### src/rtl/bcc_pkg.sv
package bcc_pkg;

    typedef enum logic [1:0] {
        PH_IDLE    = 2'd0,
        PH_ACTIVE  = 2'd1,
        PH_RECOVER = 2'd2
    } phase_e;

    typedef enum logic [1:0] {
        PW_WAIT = 2'b00,
        PW_BYTE = 2'b01,
        PW_HALF = 2'b10,
        PW_WORD = 2'b11
    } port_w_e;

endpackage

### src/rtl/bcc_term_decode.sv
// Decides whether the current clock ends the active cycle, and how.
module bcc_term_decode #(
    parameter int CNT_W      = 1,
    parameter int SYNC_EDGE  = 1,
    parameter int ASYNC_EDGE = 2
) (
    input  logic             active,
    input  logic [CNT_W-1:0] edge_cnt,
    input  logic             sync_done,
    input  logic [1:0]       ack_size,
    output logic             term_hit,
    output logic             term_sync,
    output logic [1:0]       term_width
);
    import bcc_pkg::*;

    localparam logic [CNT_W:0] SYNC_LIM  = (CNT_W+1)'(SYNC_EDGE);
    localparam logic [CNT_W:0] ASYNC_LIM = (CNT_W+1)'(ASYNC_EDGE);

    logic [CNT_W:0] edge_no;
    logic           sync_ok;
    logic           async_ok;

    always_comb begin
        // edge_cnt counts edges already passed in the active phase; this is the next one
        edge_no    = {1'b0, edge_cnt} + {{CNT_W{1'b0}}, 1'b1};
        sync_ok    = active && sync_done && (edge_no >= SYNC_LIM);
        async_ok   = active && (ack_size != PW_WAIT) && (edge_no >= ASYNC_LIM);
        term_hit   = sync_ok || async_ok;
        // synchronous termination wins over a simultaneous size acknowledge
        term_sync  = sync_ok;
        term_width = sync_ok ? PW_WORD : ack_size;
    end

endmodule

### src/rtl/bcc_lane_steer.sv
// Moves read data from the lanes a narrow port uses down to the low end.
module bcc_lane_steer #(
    parameter int DATA_W = 32
) (
    input  logic [DATA_W-1:0] din,
    input  logic [1:0]        width,
    output logic [DATA_W-1:0] dout
);
    import bcc_pkg::*;

    localparam int BYTE_W = DATA_W / 4;
    localparam int HALF_W = DATA_W / 2;

    logic [DATA_W-1:0] byte_path;
    logic [DATA_W-1:0] half_path;

    always_comb begin
        byte_path = '0;
        half_path = '0;
        byte_path[BYTE_W-1:0] = din[DATA_W-1 -: BYTE_W];
        half_path[HALF_W-1:0] = din[DATA_W-1 -: HALF_W];
        case (width)
            PW_BYTE: dout = byte_path;
            PW_HALF: dout = half_path;
            default: dout = din;
        endcase
    end

endmodule

### src/rtl/bus_cycle_ctrl.sv
module bus_cycle_ctrl #(
    parameter int ADDR_W     = 32,
    parameter int DATA_W     = 32,
    parameter int FC_W       = 3,
    parameter int SYNC_EDGE  = 1,
    parameter int ASYNC_EDGE = 2
) (
    input  logic              clk,
    input  logic              rst_n,
    input  logic              req_valid,
    output logic              req_ready,
    input  logic              req_write,
    input  logic [ADDR_W-1:0] req_addr,
    input  logic [FC_W-1:0]   req_fc,
    input  logic [DATA_W-1:0] req_wdata,
    output logic              rsp_valid,
    output logic [DATA_W-1:0] rsp_rdata,
    output logic              rsp_sync,
    output logic [1:0]        rsp_width,
    output logic [ADDR_W-1:0] bus_addr,
    output logic [FC_W-1:0]   bus_fc,
    output logic              bus_rw,
    output logic              bus_as_n,
    output logic              bus_ds_n,
    output logic [DATA_W-1:0] bus_dout,
    output logic              bus_doe,
    input  logic [DATA_W-1:0] bus_din,
    input  logic [1:0]        bus_ack_size,
    input  logic              bus_sync_done
);
    import bcc_pkg::*;

    localparam int MAX_EDGE = (ASYNC_EDGE > SYNC_EDGE) ? ASYNC_EDGE : SYNC_EDGE;
    localparam int CNT_W    = (MAX_EDGE > 1) ? $clog2(MAX_EDGE) : 1;
    localparam logic [CNT_W-1:0] CNT_SAT = CNT_W'(MAX_EDGE - 1);

    typedef struct packed {
        phase_e            phase;
        logic [CNT_W-1:0]  cnt;
        logic [ADDR_W-1:0] addr;
        logic [FC_W-1:0]   fc;
        logic              wr;
        logic [DATA_W-1:0] wdata;
        logic              as_n;
        logic              ds_n;
        logic              rsp_v;
        logic [DATA_W-1:0] rdata;
        logic              rsp_s;
        logic [1:0]        rsp_w;
    } state_t;

    localparam state_t ST_RESET = '{
        phase: PH_IDLE, cnt: '0, addr: '0, fc: '0, wr: 1'b0, wdata: '0,
        as_n: 1'b1, ds_n: 1'b1, rsp_v: 1'b0, rdata: '0, rsp_s: 1'b0, rsp_w: 2'b00
    };

    state_t st_q, st_d;

    logic              term_hit;
    logic              term_sync;
    logic [1:0]        term_width;
    logic [DATA_W-1:0] steered;

    bcc_term_decode #(
        .CNT_W      (CNT_W),
        .SYNC_EDGE  (SYNC_EDGE),
        .ASYNC_EDGE (ASYNC_EDGE)
    ) u_term (
        .active     (st_q.phase == PH_ACTIVE),
        .edge_cnt   (st_q.cnt),
        .sync_done  (bus_sync_done),
        .ack_size   (bus_ack_size),
        .term_hit   (term_hit),
        .term_sync  (term_sync),
        .term_width (term_width)
    );

    bcc_lane_steer #(
        .DATA_W (DATA_W)
    ) u_steer (
        .din   (bus_din),
        .width (term_width),
        .dout  (steered)
    );

    always_comb begin
        st_d       = st_q;
        st_d.rsp_v = 1'b0;
        case (st_q.phase)
            PH_IDLE: begin
                if (req_valid) begin
                    st_d.phase = PH_ACTIVE;
                    st_d.cnt   = '0;
                    st_d.addr  = req_addr;
                    st_d.fc    = req_fc;
                    st_d.wr    = req_write;
                    st_d.wdata = req_wdata;
                    st_d.as_n  = 1'b0;
                    // reads strobe data at once, writes one clock later
                    st_d.ds_n  = req_write;
                end
            end
            PH_ACTIVE: begin
                if (term_hit) begin
                    st_d.phase = PH_RECOVER;
                    st_d.as_n  = 1'b1;
                    st_d.ds_n  = 1'b1;
                    st_d.rsp_v = 1'b1;
                    st_d.rsp_s = term_sync;
                    st_d.rsp_w = term_width;
                    st_d.rdata = st_q.wr ? '0 : steered;
                end else begin
                    st_d.ds_n = 1'b0;
                    if (st_q.cnt != CNT_SAT) begin
                        st_d.cnt = st_q.cnt + CNT_W'(1);
                    end
                end
            end
            PH_RECOVER: begin
                st_d.phase = PH_IDLE;
            end
            default: begin
                st_d = ST_RESET;
            end
        endcase
    end

    always_ff @(posedge clk) begin
        if (!rst_n) begin
            st_q <= ST_RESET;
        end else begin
            st_q <= st_d;
        end
    end

    assign req_ready = (st_q.phase == PH_IDLE);
    assign rsp_valid = st_q.rsp_v;
    assign rsp_rdata = st_q.rdata;
    assign rsp_sync  = st_q.rsp_s;
    assign rsp_width = st_q.rsp_w;
    assign bus_addr  = st_q.addr;
    assign bus_fc    = st_q.fc;
    assign bus_rw    = ~st_q.wr;
    assign bus_as_n  = st_q.as_n;
    assign bus_ds_n  = st_q.ds_n;
    assign bus_dout  = st_q.wdata;
    assign bus_doe   = (st_q.phase == PH_ACTIVE) && st_q.wr;

endmodule

### config.mk
export PLATFORM = sky130hd
export DESIGN_NAME = bus_cycle_ctrl
export DESIGN_NICKNAME = d
export VERILOG_FILES = /design/src/rtl/bcc_pkg.sv /design/src/rtl/bcc_term_decode.sv /design/src/rtl/bcc_lane_steer.sv /design/src/rtl/bus_cycle_ctrl.sv
export SDC_FILE = /design/constraint.sdc
export NUM_CORES = 1
export LEC_CHECK = 0
export BUFFER_PORTS_ARGS = -buffer_cell sky130_fd_sc_hd__buf_2
export CORE_MARGIN = 2
export CORE_UTILIZATION = 53
export DETAILED_ROUTE_END_ITERATION = 8
export PLACE_DENSITY = 0.86
export SYNTH_ARGS = -nofsm -noshare
export SYNTH_HDL_FRONTEND = slang
export SYNTH_HIERARCHICAL = 1
export SYNTH_SLANG_ARGS = --single-unit
### constraint.sdc
create_clock -name clk -period 6.6 [get_ports clk]
set_input_delay 0 -clock clk [delete_from_list [all_inputs] [get_ports clk]]
set_output_delay 0 -clock clk [all_outputs]
set_load 0.02 [all_outputs]
==> results.rst <==
.. list-table::
   :header-rows: 1

   * - Metric
     - Value
   * - Post-route DRC
     - 0
   * - Top-area cell type share of the netlist area
     - about 40%
   * - Number of global-route vias before repair
     - just over 5000
   * - Type of the worst min-delay path
     - input port to flop
   * - Count of flip-flops with a built-in enable after synthesis
     - 0
   * - Ports
     - 214
   * - Worst path required time
     - a little under 7 ns
   * - Diodes inserted
     - 0
   * - Peak supply drop
     - ~0.00020 V
   * - Count of final hold-check violations
     - 0
   * - Global placer's final weighted congestion
     - about 0.86
   * - Setup repair bufs after CTS
     - 0
   * - Total Neg Setup Slack
     - 0 ns
   * - Dpl cells
     - slightly above 800
   * - Cells taking the most area after synthesis
     - sky130_fd_sc_hd__dfxtp_1 39%, sky130_fd_sc_hd__buf_4 14%, sky130_fd_sc_hd__nand4b_1 11%
   * - Pin count of the biggest net entering global routing
     - a little under 90
   * - Core Area
     - about 10000 sq um
   * - RSZ-0062 raised after global routing
     - no
   * - Count of mapped cells out of synthesis
     - 615
   * - Number of vias per cell after detailed routing
     - between 5 and 6
   * - Cell Area, Synth
     - around 5600 sq um
   * - Share of the clock period used by the worst path
     - about 47%
   * - Leakage Power
     - 3.08 nW
   * - Cell area reported after detailed placement
     - between 5000 and 6000 sq um
   * - Relative slew margins
     - between 30 and 40%
   * - Setup slack of the most critical reg-to-reg path
     - about 3.5 ns
   * - Clk_skew
     - ~0.012 ns
   * - Die span in x
     - around 110 um
   * - Fraction of layout instances using a drive strength above 1
     - between 30% and 40%
   * - Number of buffers inserted by port buffering
     - around 210
   * - Hold depth
     - 3
   * - Reg-to-reg startpoint
     - st_q[108]$_SDFFE_PN0P_
   * - Final HPWL DP
     - between 9000 and 10000 um
   * - Count of pins over their slew limit
     - 0
   * - Utilization of the core after routing
     - between 60% and 70%
   * - Final net count
     - a little under 900
   * - Fmax
     - ~320 MHz
   * - CTS tree
     - built
   * - Share of synthesized flip-flops with an asynchronous set or reset
     - 0%
   * - Maximum Capacitance Violations
     - 0
   * - Syn nets
     - between 700 and 800
   * - CTS sink cnt
     - approximately 110
   * - Post-route standard cell area excluding fillers
     - around 7000 sq um
   * - Critical path launch point type
     - flop
   * - Final Non-Filler Cells
     - between 900 and 1000
   * - Initial antenna violation count
     - 0
   * - CP Capture Type
     - flop
   * - Bufs on Longest Clock Path
     - 2
   * - Vertical die dimension
     - ~110 um
   * - Worst setup path startpoint
     - st_q[108]$_SDFFE_PN0P_
   * - GRT Residual Overflow
     - 0
   * - Critical path data arrival time
     - about 3.4 ns
   * - Routed wire length
     - ~16000 um
   * - Flops & latches, synth
     - between 100 and 150
   * - Distinct cell type count after synthesis
     - 37
   * - Dominant cell type by area after synthesis
     - sky130_fd_sc_hd__dfxtp_1
   * - Start point of the worst hold path
     - bus_din[22]
   * - Setup WS pre-CTS
     - ~4 ns
   * - Row cnt
     - 37
   * - Synthesized area divided by synthesized cell count
     - around 9.1 sq um
   * - Initial DRC Count
     - around 500
   * - Final worst path period need
     - just over 3 ns
   * - Die area
     - ~11000 sq um
   * - Run status
     - finished, final reports clean
   * - Number of warnings reported in the yosys synthesis log
     - 6
   * - Residual antenna-violating net count after detailed routing
     - 0
   * - Total setup violations reported at the end of the flow
     - 0
   * - End of the worst register-to-register path
     - rsp_rdata[15]$_SDFFE_PN0P_
   * - Insertion delay to the later sink of the worst-skew pair
     - around 0.37 ns
   * - H-tree depth reported by CTS
     - 3
   * - First-pass GRT wire length
     - 24800 um
   * - Clock root cell
     - sky130_fd_sc_hd__clkbuf_8
   * - Global-route usage over all layers
     - between 20% and 30%
   * - Min setup slack post-route
     - 3.49 ns
   * - Synthesis-to-layout area growth
     - 24.8%
   * - Sequential-to-total area share from yosys stat
     - around two fifths
   * - Register clock-pin slew on the reported worst setup and hold paths
     - approximately 0.1 ns
   * - Synth Flop Type
     - sky130_fd_sc_hd__dfxtp_1
   * - Hold endpoint
     - rsp_rdata[22]$_SDFFE_PN0P_
   * - Post-DR wirelength/cell
     - between 15 and 20 um
   * - Category of the most critical setup path
     - flop to flop
   * - Number of CTS-inserted buffers
     - 9
   * - Cell count of the worst reg-to-reg path
     - 10
   * - Transition time at the pin with the least slew margin
     - about 0.94 ns
   * - Areal power density over the cells
     - roughly 350 nW/um^2
   * - Vias
     - 5323
   * - Initial DRT Pass Iterations
     - 7
   * - Maximum fanout along the worst path
     - 46
   * - Starting density of the core
     - a little over half
==> power breakdown <==
| part | internal, mW | switching (mW) |
|---|---|---|
| combinational | 0.414 | 0.704 |
| clock | 0.299 | 0.225 |
| sequential | 0.770 | 0.0587 |
==> cell usage in the layout (no fill, tap or decap), drive strengths merged <==
cell type    count
a21oi           71
or2              2
nor2b            3
o31ai            1
o22a             1
a22o            37
buf            220
a221oi           1
and3b            1
nand2b           3
o21ai           85
nor4             1
dlygate4sd3     91
a22oi            8
clkbuf          11
o221a            1
nand3            2
and2            18
nor2             3
mux2i            1
inv              6
nand2           19
and3             2
bufinv           4
nor3             3
dfxtp          109
nand4b          69
ha               8
==> area by class of cell <==
class | instances | area, sq um
Tap cell | 136 | 170
Timing Repair Buffer | 311 | 2030
Clock buffer | 11 | 141
Inverter | 6 | 22.5
Clock inverter | 4 | 120
Fill cell | 759 | 3320
Multi-Input combinational cell | 340 | 2340
Sequential cell | 109 | 2180
==> flip-flops by register name (all words and copies together), names as in the netlist <==
signal,cells
bus_addr,32
bus_dout,32
rsp_rdata,32
st_q,4
bus_fc,3
rsp_width,2
bus_as_n,1
bus_ds_n,1
rsp_sync,1
rsp_valid,1
==> cells in the mapped netlist, drive strengths merged, types with 2 or more instances <==
cell type and number:
a21oi 71, a22o 37, a22oi 8, and2 18
and3 2, buf 127, clkbuf 33, dfxtp 109
ha 8, inv 6, nand2 19, nand2b 3
nand3 2, nand4b 69, nor2 3, nor2b 3
nor3 3, o21ai 85, or2 2
==> stage by stage <==
stage | power, mW | hold slack (ns)
final | 2.47 | 0.0140
after global routing | 2.61 | 0.0217
after floorplan | 1.78 | 0.147
after detailed placement | 1.89 | 0.291
after global placement | 1.85 | 0.285
after CTS | 2.46 | 0.00115
==> per-layer routing <==
| metal | global-route usage, % | vias to the layer above | routed length (um) |
|---|---|---|---|
| li1 | - | 2430 | - |
| met1 | 30.1 | 2544 | 6140 |
| met4 | 15.6 | 0 | 749 |
| met2 | 47.3 | 287 | 8000 |
| met5 | 0 | - | 0 |
| met3 | 6.14 | 62 | 1300 |
==> logic make-up after synthesis <==
| logic type | after synthesis | synth area share, % |
|---|---|---|
| muxes | 1 | 0.178 |
| AOI/OAI and AO/OA | 205 | 22.9 |
| adders and majority gates | 8 | 1.78 |
| buffers and inverters | 166 | 19.6 |
| DFF | 109 | 38.9 |
| and+or+nand+nor | 126 | 16.6 |
==> repair_timing <==
item | CTS | global route
setup endpoints to repair | 0 | 0
endpoints found under the hold margin | 93 | 0
hold buffers | 91 | 0
gates resized for setup | 0 | 0
==> critical path, stage by stage (launching register included) <==
cell,delay (ns)
sky130_fd_sc_hd__dfxtp_1,0.40
sky130_fd_sc_hd__inv_1,0.11
sky130_fd_sc_hd__ha_1,0.30
sky130_fd_sc_hd__and2_4,0.20
sky130_fd_sc_hd__or2_1,0.25
sky130_fd_sc_hd__ha_1,0.29
sky130_fd_sc_hd__buf_4,0.43
sky130_fd_sc_hd__nor2b_4,0.09
sky130_fd_sc_hd__a22o_1,0.18
sky130_fd_sc_hd__dlygate4sd3_1,0.55
sky130_fd_sc_hd__a22o_1,0.20
==> how the worst max path moves through the flow <==
stage / slack [ns] / endpoint
4_1_cts: 3.53 / rsp_rdata[15]$_SDFFE_PN0P_
5_1_grt: 3.36 / rsp_rdata[15]$_SDFFE_PN0P_
3_3_place_gp: 4.10 / rsp_rdata[13]$_SDFFE_PN0P_
6_report: 3.49 / rsp_rdata[15]$_SDFFE_PN0P_
3_5_place_dp: 3.97 / rsp_rdata[13]$_SDFFE_PN0P_
2_1_floorplan: 4.45 / rsp_rdata[13]$_SDFFE_PN0P_
(Power assumes the default switching activity.)
